$ cat src/rtl/eep_pkg.sv
package eep_pkg;

    localparam int BYTE_W     = 8;
    localparam int SLOT_W     = 2;
    localparam int PAGE_BYTES = 1 << SLOT_W;
    localparam int PAGE_W     = BYTE_W - SLOT_W;
    localparam int DEPTH      = 1 << BYTE_W;
    localparam int BIT_CNT_W  = 4;
    localparam logic [3:0] DEV_FAMILY = 4'b1010;

    // Word address split into page number and slot inside the page.
    typedef struct packed {
        logic [PAGE_W-1:0] page;
        logic [SLOT_W-1:0] slot;
    } waddr_t;

    typedef enum logic [3:0] {
        S_IDLE,
        S_DEV,
        S_DEV_ACK,
        S_WADDR,
        S_WADDR_ACK,
        S_WDATA,
        S_WDATA_ACK,
        S_TX,
        S_MACK
    } ctl_state_t;

    function automatic logic dev_hit(input logic [BYTE_W-1:0] b, input logic [2:0] strap);
        return b[BYTE_W-1:1] == {DEV_FAMILY, strap};
    endfunction

    // Advance only the slot bits: page loads wrap inside the page.
    function automatic waddr_t slot_next(input waddr_t a);
        waddr_t r;
        r      = a;
        r.slot = a.slot + 1'b1;
        return r;
    endfunction

    // Full-width advance used while reading.
    function automatic waddr_t linear_next(input waddr_t a);
        return waddr_t'(a + 1'b1);
    endfunction

endpackage

$ cat src/rtl/eep_bus_cond.sv
module eep_bus_cond (
    input  logic clk,
    input  logic rst,
    input  logic scl_i,
    input  logic sda_i,
    output logic scl_rise,
    output logic scl_fall,
    output logic start_det,
    output logic stop_det
);
    logic scl_q;
    logic sda_q;

    always_ff @(posedge clk) begin
        if (rst) begin
            scl_q <= 1'b1;
            sda_q <= 1'b1;
        end else begin
            scl_q <= scl_i;
            sda_q <= sda_i;
        end
    end

    assign scl_rise  = scl_i & ~scl_q;
    assign scl_fall  = ~scl_i & scl_q;
    assign start_det = scl_i & scl_q & sda_q & ~sda_i;
    assign stop_det  = scl_i & scl_q & ~sda_q & sda_i;

endmodule

$ cat src/rtl/eep_store.sv
module eep_store
    import eep_pkg::*;
#(
    parameter int WR_CYCLES = 200
) (
    input  logic              clk,
    input  logic              rst,
    input  logic              start_i,
    input  logic              stop_i,
    input  logic              wr_en_i,
    input  waddr_t            wr_addr_i,
    input  logic [BYTE_W-1:0] wr_data_i,
    input  waddr_t            rd_addr_i,
    output logic [BYTE_W-1:0] rd_data_o,
    output logic              busy_o
);
    localparam int CNT_W = $clog2(WR_CYCLES + 1);

    logic [BYTE_W-1:0]     mem  [DEPTH];
    logic [BYTE_W-1:0]     pbuf [PAGE_BYTES];
    logic [PAGE_BYTES-1:0] pmask;
    logic [PAGE_W-1:0]     pbase;
    logic [CNT_W-1:0]      tmr;
    logic                  commit;

    assign busy_o    = (tmr != '0);
    assign commit    = (tmr == CNT_W'(1));
    assign rd_data_o = mem[rd_addr_i];

    always_ff @(posedge clk) begin
        if (rst) begin
            tmr   <= '0;
            pmask <= '0;
            pbase <= '0;
        end else if (busy_o) begin
            tmr <= tmr - 1'b1;
            if (commit) pmask <= '0;
        end else if (stop_i) begin
            if (|pmask) tmr <= CNT_W'(WR_CYCLES);
        end else if (start_i) begin
            pmask <= '0;
        end else if (wr_en_i) begin
            pbase                 <= wr_addr_i.page;
            pmask[wr_addr_i.slot] <= 1'b1;
        end
    end

    always_ff @(posedge clk) begin
        if (wr_en_i && !busy_o) pbuf[wr_addr_i.slot] <= wr_data_i;
    end

    for (genvar i = 0; i < DEPTH; i++) begin : g_cell
        localparam int SLI = i % PAGE_BYTES;
        localparam int PGI = i / PAGE_BYTES;
        always_ff @(posedge clk) begin
            if (rst) mem[i] <= '0;
            else if (commit && pmask[SLI] && (pbase == PGI[PAGE_W-1:0])) mem[i] <= pbuf[SLI];
        end
    end

    AST_START_CANCEL: assert property (@(posedge clk) disable iff (rst)
        (start_i && !busy_o) |=> (pmask == '0));
    AST_BUSY_NEEDS_DATA: assert property (@(posedge clk) disable iff (rst)
        $rose(busy_o) |-> ($past(stop_i) && ($past(pmask) != '0)));

endmodule

$ cat src/rtl/eep_ctrl.sv
module eep_ctrl
    import eep_pkg::*;
(
    input  logic              clk,
    input  logic              rst,
    input  logic              scl_rise,
    input  logic              scl_fall,
    input  logic              start_det,
    input  logic              stop_det,
    input  logic              sda_i,
    input  logic [2:0]        strap_i,
    input  logic              busy_i,
    input  logic [BYTE_W-1:0] rd_data_i,
    output waddr_t            addr_o,
    output logic              wr_en_o,
    output waddr_t            wr_addr_o,
    output logic [BYTE_W-1:0] wr_data_o,
    output logic              sda_pull_o
);
    ctl_state_t           st;
    logic [BYTE_W-1:0]    sr;
    logic [BIT_CNT_W-1:0] bcnt;
    waddr_t               addr;
    logic                 rw;
    logic                 mack;

    assign addr_o = addr;

    always_ff @(posedge clk) begin
        wr_en_o <= 1'b0;
        if (rst) begin
            st         <= S_IDLE;
            sr         <= '0;
            bcnt       <= '0;
            addr       <= '0;
            rw         <= 1'b0;
            mack       <= 1'b0;
            sda_pull_o <= 1'b0;
            wr_addr_o  <= '0;
            wr_data_o  <= '0;
        end else if (start_det) begin
            st         <= S_DEV;
            bcnt       <= '0;
            sda_pull_o <= 1'b0;
        end else if (stop_det) begin
            st         <= S_IDLE;
            sda_pull_o <= 1'b0;
        end else begin
            case (st)
                S_DEV, S_WADDR, S_WDATA: begin
                    if (scl_rise) begin
                        sr   <= {sr[BYTE_W-2:0], sda_i};
                        bcnt <= bcnt + 1'b1;
                    end else if (scl_fall && bcnt == BIT_CNT_W'(BYTE_W)) begin
                        bcnt <= '0;
                        case (st)
                            S_DEV: begin
                                if (dev_hit(sr, strap_i) && !busy_i) begin
                                    sda_pull_o <= 1'b1;
                                    rw         <= sr[0];
                                    st         <= S_DEV_ACK;
                                end else begin
                                    st <= S_IDLE;
                                end
                            end
                            S_WADDR: begin
                                addr       <= waddr_t'(sr);
                                sda_pull_o <= 1'b1;
                                st         <= S_WADDR_ACK;
                            end
                            default: begin
                                wr_en_o    <= 1'b1;
                                wr_addr_o  <= addr;
                                wr_data_o  <= sr;
                                addr       <= slot_next(addr);
                                sda_pull_o <= 1'b1;
                                st         <= S_WDATA_ACK;
                            end
                        endcase
                    end
                end
                S_DEV_ACK: begin
                    if (scl_fall) begin
                        if (rw) begin
                            sr         <= rd_data_i;
                            sda_pull_o <= ~rd_data_i[BYTE_W-1];
                            addr       <= linear_next(addr);
                            bcnt       <= '0;
                            st         <= S_TX;
                        end else begin
                            sda_pull_o <= 1'b0;
                            st         <= S_WADDR;
                        end
                    end
                end
                S_WADDR_ACK, S_WDATA_ACK: begin
                    if (scl_fall) begin
                        sda_pull_o <= 1'b0;
                        st         <= S_WDATA;
                    end
                end
                S_TX: begin
                    if (scl_fall) begin
                        if (bcnt == BIT_CNT_W'(BYTE_W - 1)) begin
                            sda_pull_o <= 1'b0;
                            st         <= S_MACK;
                        end else begin
                            sr         <= {sr[BYTE_W-2:0], 1'b0};
                            sda_pull_o <= ~sr[BYTE_W-2];
                            bcnt       <= bcnt + 1'b1;
                        end
                    end
                end
                S_MACK: begin
                    if (scl_rise) begin
                        mack <= ~sda_i;
                    end else if (scl_fall) begin
                        if (mack) begin
                            sr         <= rd_data_i;
                            sda_pull_o <= ~rd_data_i[BYTE_W-1];
                            addr       <= linear_next(addr);
                            bcnt       <= '0;
                            st         <= S_TX;
                        end else begin
                            st <= S_IDLE;
                        end
                    end
                end
                default: ;
            endcase
        end
    end

    AST_BUSY_NACK: assert property (@(posedge clk) disable iff (rst)
        (st == S_DEV_ACK) |-> !busy_i);
    AST_PAGE_WRAP: assert property (@(posedge clk) disable iff (rst)
        wr_en_o |-> (addr.page == wr_addr_o.page));
    AST_READ_STEP: assert property (@(posedge clk) disable iff (rst)
        (st == S_TX && $past(st) != S_TX) |-> (addr == waddr_t'($past(addr) + 1'b1)));

endmodule

$ cat src/rtl/eep_i2c_slave.sv
module eep_i2c_slave
    import eep_pkg::*;
#(
    parameter int WR_CYCLES = 200
) (
    input  logic       clk,
    input  logic       rst,
    input  logic       scl_i,
    input  logic       sda_i,
    input  logic [2:0] strap_i,
    output logic       sda_pull_o,
    output logic       busy_o
);
    logic              scl_rise;
    logic              scl_fall;
    logic              start_det;
    logic              stop_det;
    waddr_t            cur_addr;
    logic              wr_en;
    waddr_t            wr_addr;
    logic [BYTE_W-1:0] wr_data;
    logic [BYTE_W-1:0] rd_data;

    eep_bus_cond u_cond (
        .clk       (clk),
        .rst       (rst),
        .scl_i     (scl_i),
        .sda_i     (sda_i),
        .scl_rise  (scl_rise),
        .scl_fall  (scl_fall),
        .start_det (start_det),
        .stop_det  (stop_det)
    );

    eep_ctrl u_ctrl (
        .clk        (clk),
        .rst        (rst),
        .scl_rise   (scl_rise),
        .scl_fall   (scl_fall),
        .start_det  (start_det),
        .stop_det   (stop_det),
        .sda_i      (sda_i),
        .strap_i    (strap_i),
        .busy_i     (busy_o),
        .rd_data_i  (rd_data),
        .addr_o     (cur_addr),
        .wr_en_o    (wr_en),
        .wr_addr_o  (wr_addr),
        .wr_data_o  (wr_data),
        .sda_pull_o (sda_pull_o)
    );

    eep_store #(.WR_CYCLES(WR_CYCLES)) u_store (
        .clk       (clk),
        .rst       (rst),
        .start_i   (start_det),
        .stop_i    (stop_det),
        .wr_en_i   (wr_en),
        .wr_addr_i (wr_addr),
        .wr_data_i (wr_data),
        .rd_addr_i (cur_addr),
        .rd_data_o (rd_data),
        .busy_o    (busy_o)
    );

    AST_PULL_SCL_LOW: assert property (@(posedge clk) disable iff (rst)
        $rose(sda_pull_o) |-> !scl_i);

endmodule

$ cat config.mk
export PLATFORM = sky130hd
export DESIGN_NAME = eep_i2c_slave
export DESIGN_NICKNAME = d
export VERILOG_FILES = /design/src/rtl/eep_pkg.sv /design/src/rtl/eep_bus_cond.sv /design/src/rtl/eep_store.sv /design/src/rtl/eep_ctrl.sv /design/src/rtl/eep_i2c_slave.sv
export SDC_FILE = /design/constraint.sdc
export NUM_CORES = 2
export LEC_CHECK = 0
export BUFFER_PORTS_ARGS = -buffer_cell sky130_fd_sc_hd__buf_2
export CAP_MARGIN = 20
export CORE_AREA = 2 2 570 572
export CTS_BUF_LIST = sky130_fd_sc_hd__clkbuf_8
export DETAILED_ROUTE_END_ITERATION = 8
export DIE_AREA = 0 0 572 574
export PLACE_DENSITY = 0.51
export REMOVE_ABC_BUFFERS = 1
export SLEW_MARGIN = 5
export SYNTH_ARGS = -nofsm -noshare
export SYNTH_HDL_FRONTEND = slang
export SYNTH_SLANG_ARGS = --single-unit
$ cat constraint.sdc
create_clock -name clk -period 3.2 [get_ports clk]
set_input_delay 0.48 -clock clk [delete_from_list [all_inputs] [get_ports clk]]
set_output_delay 0.48 -clock clk [all_outputs]
set_load 0.01 [all_outputs]
; Word-level counts from Yosys, hierarchy flattened
; Memories as Yosys holds them, arrays and structs flattened.
; Index checks and enable logic that the tools add are counted.
[op_classes]
reduce_logical = 294
magnitude_cmp = 2
add_sub_neg = 4
bitwise_logic = 277
eq_ne = 101
n_mux = 1095
[ops]
columns = op, n
row1 = two-way mux 8 bit, 274
row2 = two-way mux 1 bit, 788
row3 = logical AND 1 bit, 264
row4 = bitwise OR 1 bit, 256
row5 = == test 6 bit (second input constant), 32
row6 = == test 6 x 5 -> 1 bit (second input constant), 16
row7 = two-way mux 4 bit, 22
row8 = == test 6 x 4 -> 1 bit (second input constant), 8
row9 = case mux 8 bit (4 select lines), 1
row10 = == test 6 x 3 -> 1 bit (second input constant), 4
row11 = != test 4 x 3 -> 1 bit (second input constant), 6
row12 = case mux 8 bit (3 select lines), 1
row13 = AND reduction 11 bit, 2
row14 = == test 4 x 3 -> 1 bit (second input constant), 5
row15 = != test 2 x 1 -> 1 bit (second input constant), 10
row16 = case mux 4 bit (5 select lines), 1
row17 = AND reduction 10 bit, 2
row18 = AND reduction 9 bit, 2
row19 = case mux 4 bit (4 select lines), 1
row20 = case mux 8 bit (2 select lines), 1
row21 = NOT 1 bit, 13
row22 = == test 6 x 2 -> 1 bit (second input constant), 2
row23 = != test 2 bit (second input constant), 6
row24 = AND reduction 12 bit, 1
row25 = other kinds (38), 55
[word_totals]
elab_cells = 1793
mem_bits_rw = 2080
register_bits = 64
output_inout_bits = 2
mem_count = 2
[memory_table]
columns = name, words, width, read_ports, rd_ports_with_merged_regs, wr, line_no
row1 = u_store.mem, 256, 8, 1, 0, 256, eep_store.sv:19  ; logic [BYTE_W-1:0] mem [DEPTH];
row2 = u_store.pbuf, 4, 8, 4, 0, 1, eep_store.sv:20  ; logic [BYTE_W-1:0] pbuf [PAGE_BYTES];

; Logic depth before layout (Yosys ltp)
[depth]
word_depth = 10
ltp_mapped = 13
depth_no_buf = 9

; Hierarchy
; A second synthesis with hierarchy kept.
[hier_totals]
cells_unflattened = 6794
hier_area_um2 = 101195.8
[by_module_without_submodules]
columns = module, instances, cells_per_inst, area_per_inst_um2
row1 = eep_store, 1, 6478, 98544.5
row2 = eep_ctrl, 1, 308, 2566.2
row3 = eep_bus_cond, 1, 8, 85.1

; Worst setup path before layout
; No wires, ideal clock.
[synth_path]
kind = register to register
from = register u_store.tmr[5]
to = memory u_store.pbuf[0][0] (enable)
t_required_ps = 2817
period_less_slack_ps = 2783
arrival_ps = 2400
slack_ps = 417
path_buffers = 1
stages_incl_launch_ff = 7
cell_sequence = dfxtp_1 > or3_1 > or4_1 > nor2_1 > nand2_1 > clkbuf_1 > nor3_1
[synth_via]
elab_chain_cells = 5
[synth_lines]
columns = item, line_no
row1 = from (decl), eep_store.sv:23  ; logic [CNT_W-1:0] tmr;
row2 = from (signal assigned), eep_store.sv:36  ; tmr <= tmr - 1'b1;
row3 = from (signal assigned), eep_store.sv:39  ; if (|pmask) tmr <= CNT_W'(WR_CYCLES);
row4 = nonzero test 8 bit, eep_store.sv:26  ; assign busy_o = (tmr != '0);
row5 = zero test 1 bit, eep_store.sv:49  ; if (wr_en_i && !busy_o) pbuf[wr_addr_i.slot] <= wr_data_i;
row6 = logical AND 1 bit, eep_store.sv:49
row7 = two-way mux 1 bit, eep_store.sv:49
row8 = two-way mux 1 bit (implied by the code), eep_store.sv:49
row9 = to (decl), eep_store.sv:20
; No other way between the ends.

==> results.json <==
{
  "arrival_ns": 4.18,
  "synth_top_family_by_area": "simple AND/OR/NAND/NOR gates",
  "clock.fmax_ghz": 0.305,
  "async_flop_share": 0,
  "leakage_nw": 40.7,
  "vias_per_cell": 5.58,
  "ys_seq_area_frac": 0.640,
  "synth_area_per_cell_um2": 14.4,
  "min_path_cells": 6,
  "final_util": 0.368,
  "place_congestion": 0.933,
  "vias": 68700,
  "fillers": 30900,
  "first_pass_iters": 5,
  "holdCritStartpoint": "strap_i[1]",
  "crit_required_ns": 4.10,
  "synth_adder_area_share": 0.000628,
  "netlist_top_cells_area": "edfxtp_1 (63%), and2_1 (13%), mux4_2 (9.7%)",
  "cts_buffers": 375,
  "yosys_warnings": 0,
  "final_common_cell": "edfxtp_1",
  "peakVddDrop_mv": 0.323,
  "synth_edf_count": 2080,
  "final.min_clock_period_ns": 3.28,
  "drt-initial-drc-count": 11500,
  "dieArea_um2": 328000,
  "routed_wl_mm": 418,
  "setup_viol": 22,
  "clkTransAtPathRegs_ns": 0.06,
  "initial_core_util": 0.309,
  "rows": 209,
  "synth.distinct_cells": 78,
  "dpl-instance-area_um2": 111000,
  "ios": 9,
  "ys_ff_latch": 2144,
  "core_area_um2": 323000,
  "min_path_type": "in2reg",
  "fin_skew_ns": 0.0729,
  "violations": "negative setup slack",
  "startpoint": "u_store.tmr[5]$_SDFFE_PP0P_",
  "r2r-end": "u_store.mem[247][0]$_SDFFCE_PN0P_",
  "grt_usage": 0.249,
  "cellPowerDensity_nw_per_um2": 537,
  "layout.nets": 7666,
  "max_slew_margin": 0.280,
  "antenna_found_initial": 66,
  "finalCritPeriodShare": 1.03,
  "finalHoldViolations": 0,
  "cts_max_level": 5,
  "critPathCaptureType": "flip-flop",
  "cts_buffer_depth": 4,
  "cts_root_buffer": "clkbuf_8",
  "placed_cells": 11600,
  "area_delta_synth_final_pct": 19.1,
  "run_status": "complete, but fails checks",
  "holdPathEnd": "u_ctrl.rw$_SDFFE_PP0P_",
  "syn-instance-count": 6925,
  "clock-sinks": 2144,
  "cap_violations": 0,
  "regToRegSetupSlack_ns": -0.08,
  "synth_top_flop_cell": "edfxtp_1",
  "maxSlewViolCount": 0,
  "yosys.area.top_type": "edfxtp_1",
  "critical_path_class": "reg2reg",
  "worst_slew_pin_slew_ns": 1.08,
  "layout.cells.non_filler": 12300,
  "wl_per_cell_um": 34.0,
  "drc": 0,
  "rsz0062_at_grt": "yes",
  "synth-simple-area-share": 0.161,
  "final_area_um2": 119000,
  "final_layout_size_suffix_gt1_frac": 0.242,
  "synth_top_area_share": 0.627,
  "grt_max_degree": 95,
  "r2r-start": "u_store.tmr[5]$_SDFFE_PP0P_",
  "port_buffers": 8,
  "slowest_delay_ns": 0.59,
  "die_w_um": 572,
  "grt_pass1_vias": 66800,
  "final_cell_mix": "edfxtp_1 (2080), and2_1 (2055), buf_4 (754), mux4_2 (430), clkbuf_8 (382)",
  "grt_overflow": 0,
  "slowest_stage": "nor2_1",
  "crit_fanout": 30,
  "grt_pass1_wl_mm": 567,
  "synth.area.mux_share": 0.119,
  "start_kind": "flip-flop",
  "synth_compound_area_frac": 0.0541,
  "hpwl_mm": 256,
  "final_antenna_net_count": 0,
  "synth_xor_area_frac": 0.000527,
  "crit_path_cell_trace": "or3_4 > nor4_2 > buf_4 > nand3_4 > or2_4 > buf_12 > nor2_1 > and2_1",
  "cts_tree": "built",
  "clk_latency_ns": 1.04,
  "die_h_um": 574,
  "r2r.worst_path.cells": 8,
  "worst_slack_ns": -0.0803,
  "syn-cell-area_um2": 99700
}
[synth_stat cells (10+ instances only)]
master    instances
a211o_1          12
a211oi_1         30
a21oi_1         110
a221oi_1         21
a22o_1           17
a22oi_1          87
a31oi_1          22
and2_1         2056
buf_1            78
buf_2            53
buf_4            40
buf_6            20
clkbuf_1        344
dfxtp_1          64
edfxtp_1       2080
inv_1            15
mux2_2           11
mux2i_1         206
mux4_2          430
nand2_1         202
nand2b_1         23
nand3_1          38
nor2_1          353
nor2b_1          16
nor3_1           38
nor4_1           10
o211ai_1         12
o21ai_0          59
o21bai_1        258
o221ai_1         20
o22ai_1          54
or3_1            17
[state kept, by name, summed over array words and instances, names as in the netlist]
register	count
u_store.pmask	4
u_cond.sda_q	1
u_store.tmr	8
u_ctrl.bcnt	4
u_store.mem	2048
u_ctrl.wr_addr_o	8
u_store.pbase	6
u_ctrl.sda_pull_o	1
u_ctrl.wr_en_o	1
u_ctrl.st	4
u_ctrl.mack	1
u_ctrl.sr	8
u_ctrl.rw	1
u_store.pbuf	32
u_ctrl.wr_data_o	8
u_ctrl.addr_o	8
u_cond.scl_q	1
[worst max-delay path by stage]
stage	end	slack, ns	cells after the start
after floorplan	u_ctrl.sr[3]$_SDFFE_PP0P_	-22.27	7
after global placement	u_ctrl.sr[4]$_SDFFE_PP0P_	-0.50	10
after detailed placement	u_ctrl.sr[4]$_SDFFE_PP0P_	-0.45	10
after CTS	u_ctrl.sr[3]$_SDFFE_PP0P_	-0.07	12
after global routing	u_store.mem[247][7]$_SDFFCE_PN0P_	-0.17	8
final	u_store.mem[247][0]$_SDFFCE_PN0P_	-0.08	8
[timing repair]
action                                 4_1_cts  5_1_grt
cloned                                       0        7
pin swaps                                    2       11
setup endpoints to repair                   18      126
gates resized for setup                     41       78
endpoints found under the hold margin       23        0
hold buffers                                 4        0
buffers inserted                             6       15
[final cells by class]
| class | instances | area, um^2 | share of cell area |
|---|---|---|---|
| multi-input cells | 4227 | 34100 | 0.287 |
| clock buffers | 382 | 5260 | 0.0443 |
| well taps | 4325 | 5410 | 0.0456 |
| repair buffers | 888 | 8230 | 0.0694 |
| diodes | 33 | 82.6 | 0.000696 |
| inverters | 18 | 71.3 | 0.000601 |
| clock inverters | 296 | 1810 | 0.0152 |
| flip-flops and latches | 2144 | 63800 | 0.537 |
[worst max-delay path: cells and delay by family (launching register included)]
family                 cells  cell delay (ns)
DFF                        1             0.34
buffers and inverters      2             0.43
and+or+nand+nor            6             2.27
[cell families after synthesis]
group | count (synthesis)
simple gates | 2800
flops | 2144
compound gates | 769
mux | 647
buf+inv | 554
xor+xnor | 6
fa+ha+maj | 5
[power breakdown]
part	total (mW)	internal (mW)	switching (mW)
sequential	32.7	32.1	0.563
combinational	6.16	2.71	3.45
clock	25.0	12.7	12.3
[layer usage]
metal | routed length (um) | vias to the layer above | track usage
met5 | 121 | - | 0
met3 | 51000 | 991 | 0.0590
met4 | 20800 | 18 | 0.109
li1 | - | 27200 | -
met1 | 161000 | 35500 | 0.339
met2 | 186000 | 5082 | 0.378
[per-stage QoR]
step | worst slack (ns) | hold slack (ns) | total power, mW | TNS (ns)
finish | -0.0803 | 0.123 | 63.8 | -0.830
global route | -0.169 | 0.169 | 65.4 | -2.89
CTS | -0.0693 | 0.0428 | 63.8 | -0.180
detailed placement | -0.447 | 0.448 | 39.0 | -2.32
global placement | -0.495 | 0.443 | 38.9 | -2.48
floorplan | -22.27 | 0.426 | 37.6 | -2488.94
Note: power is estimated with default switching activity, not from simulation.
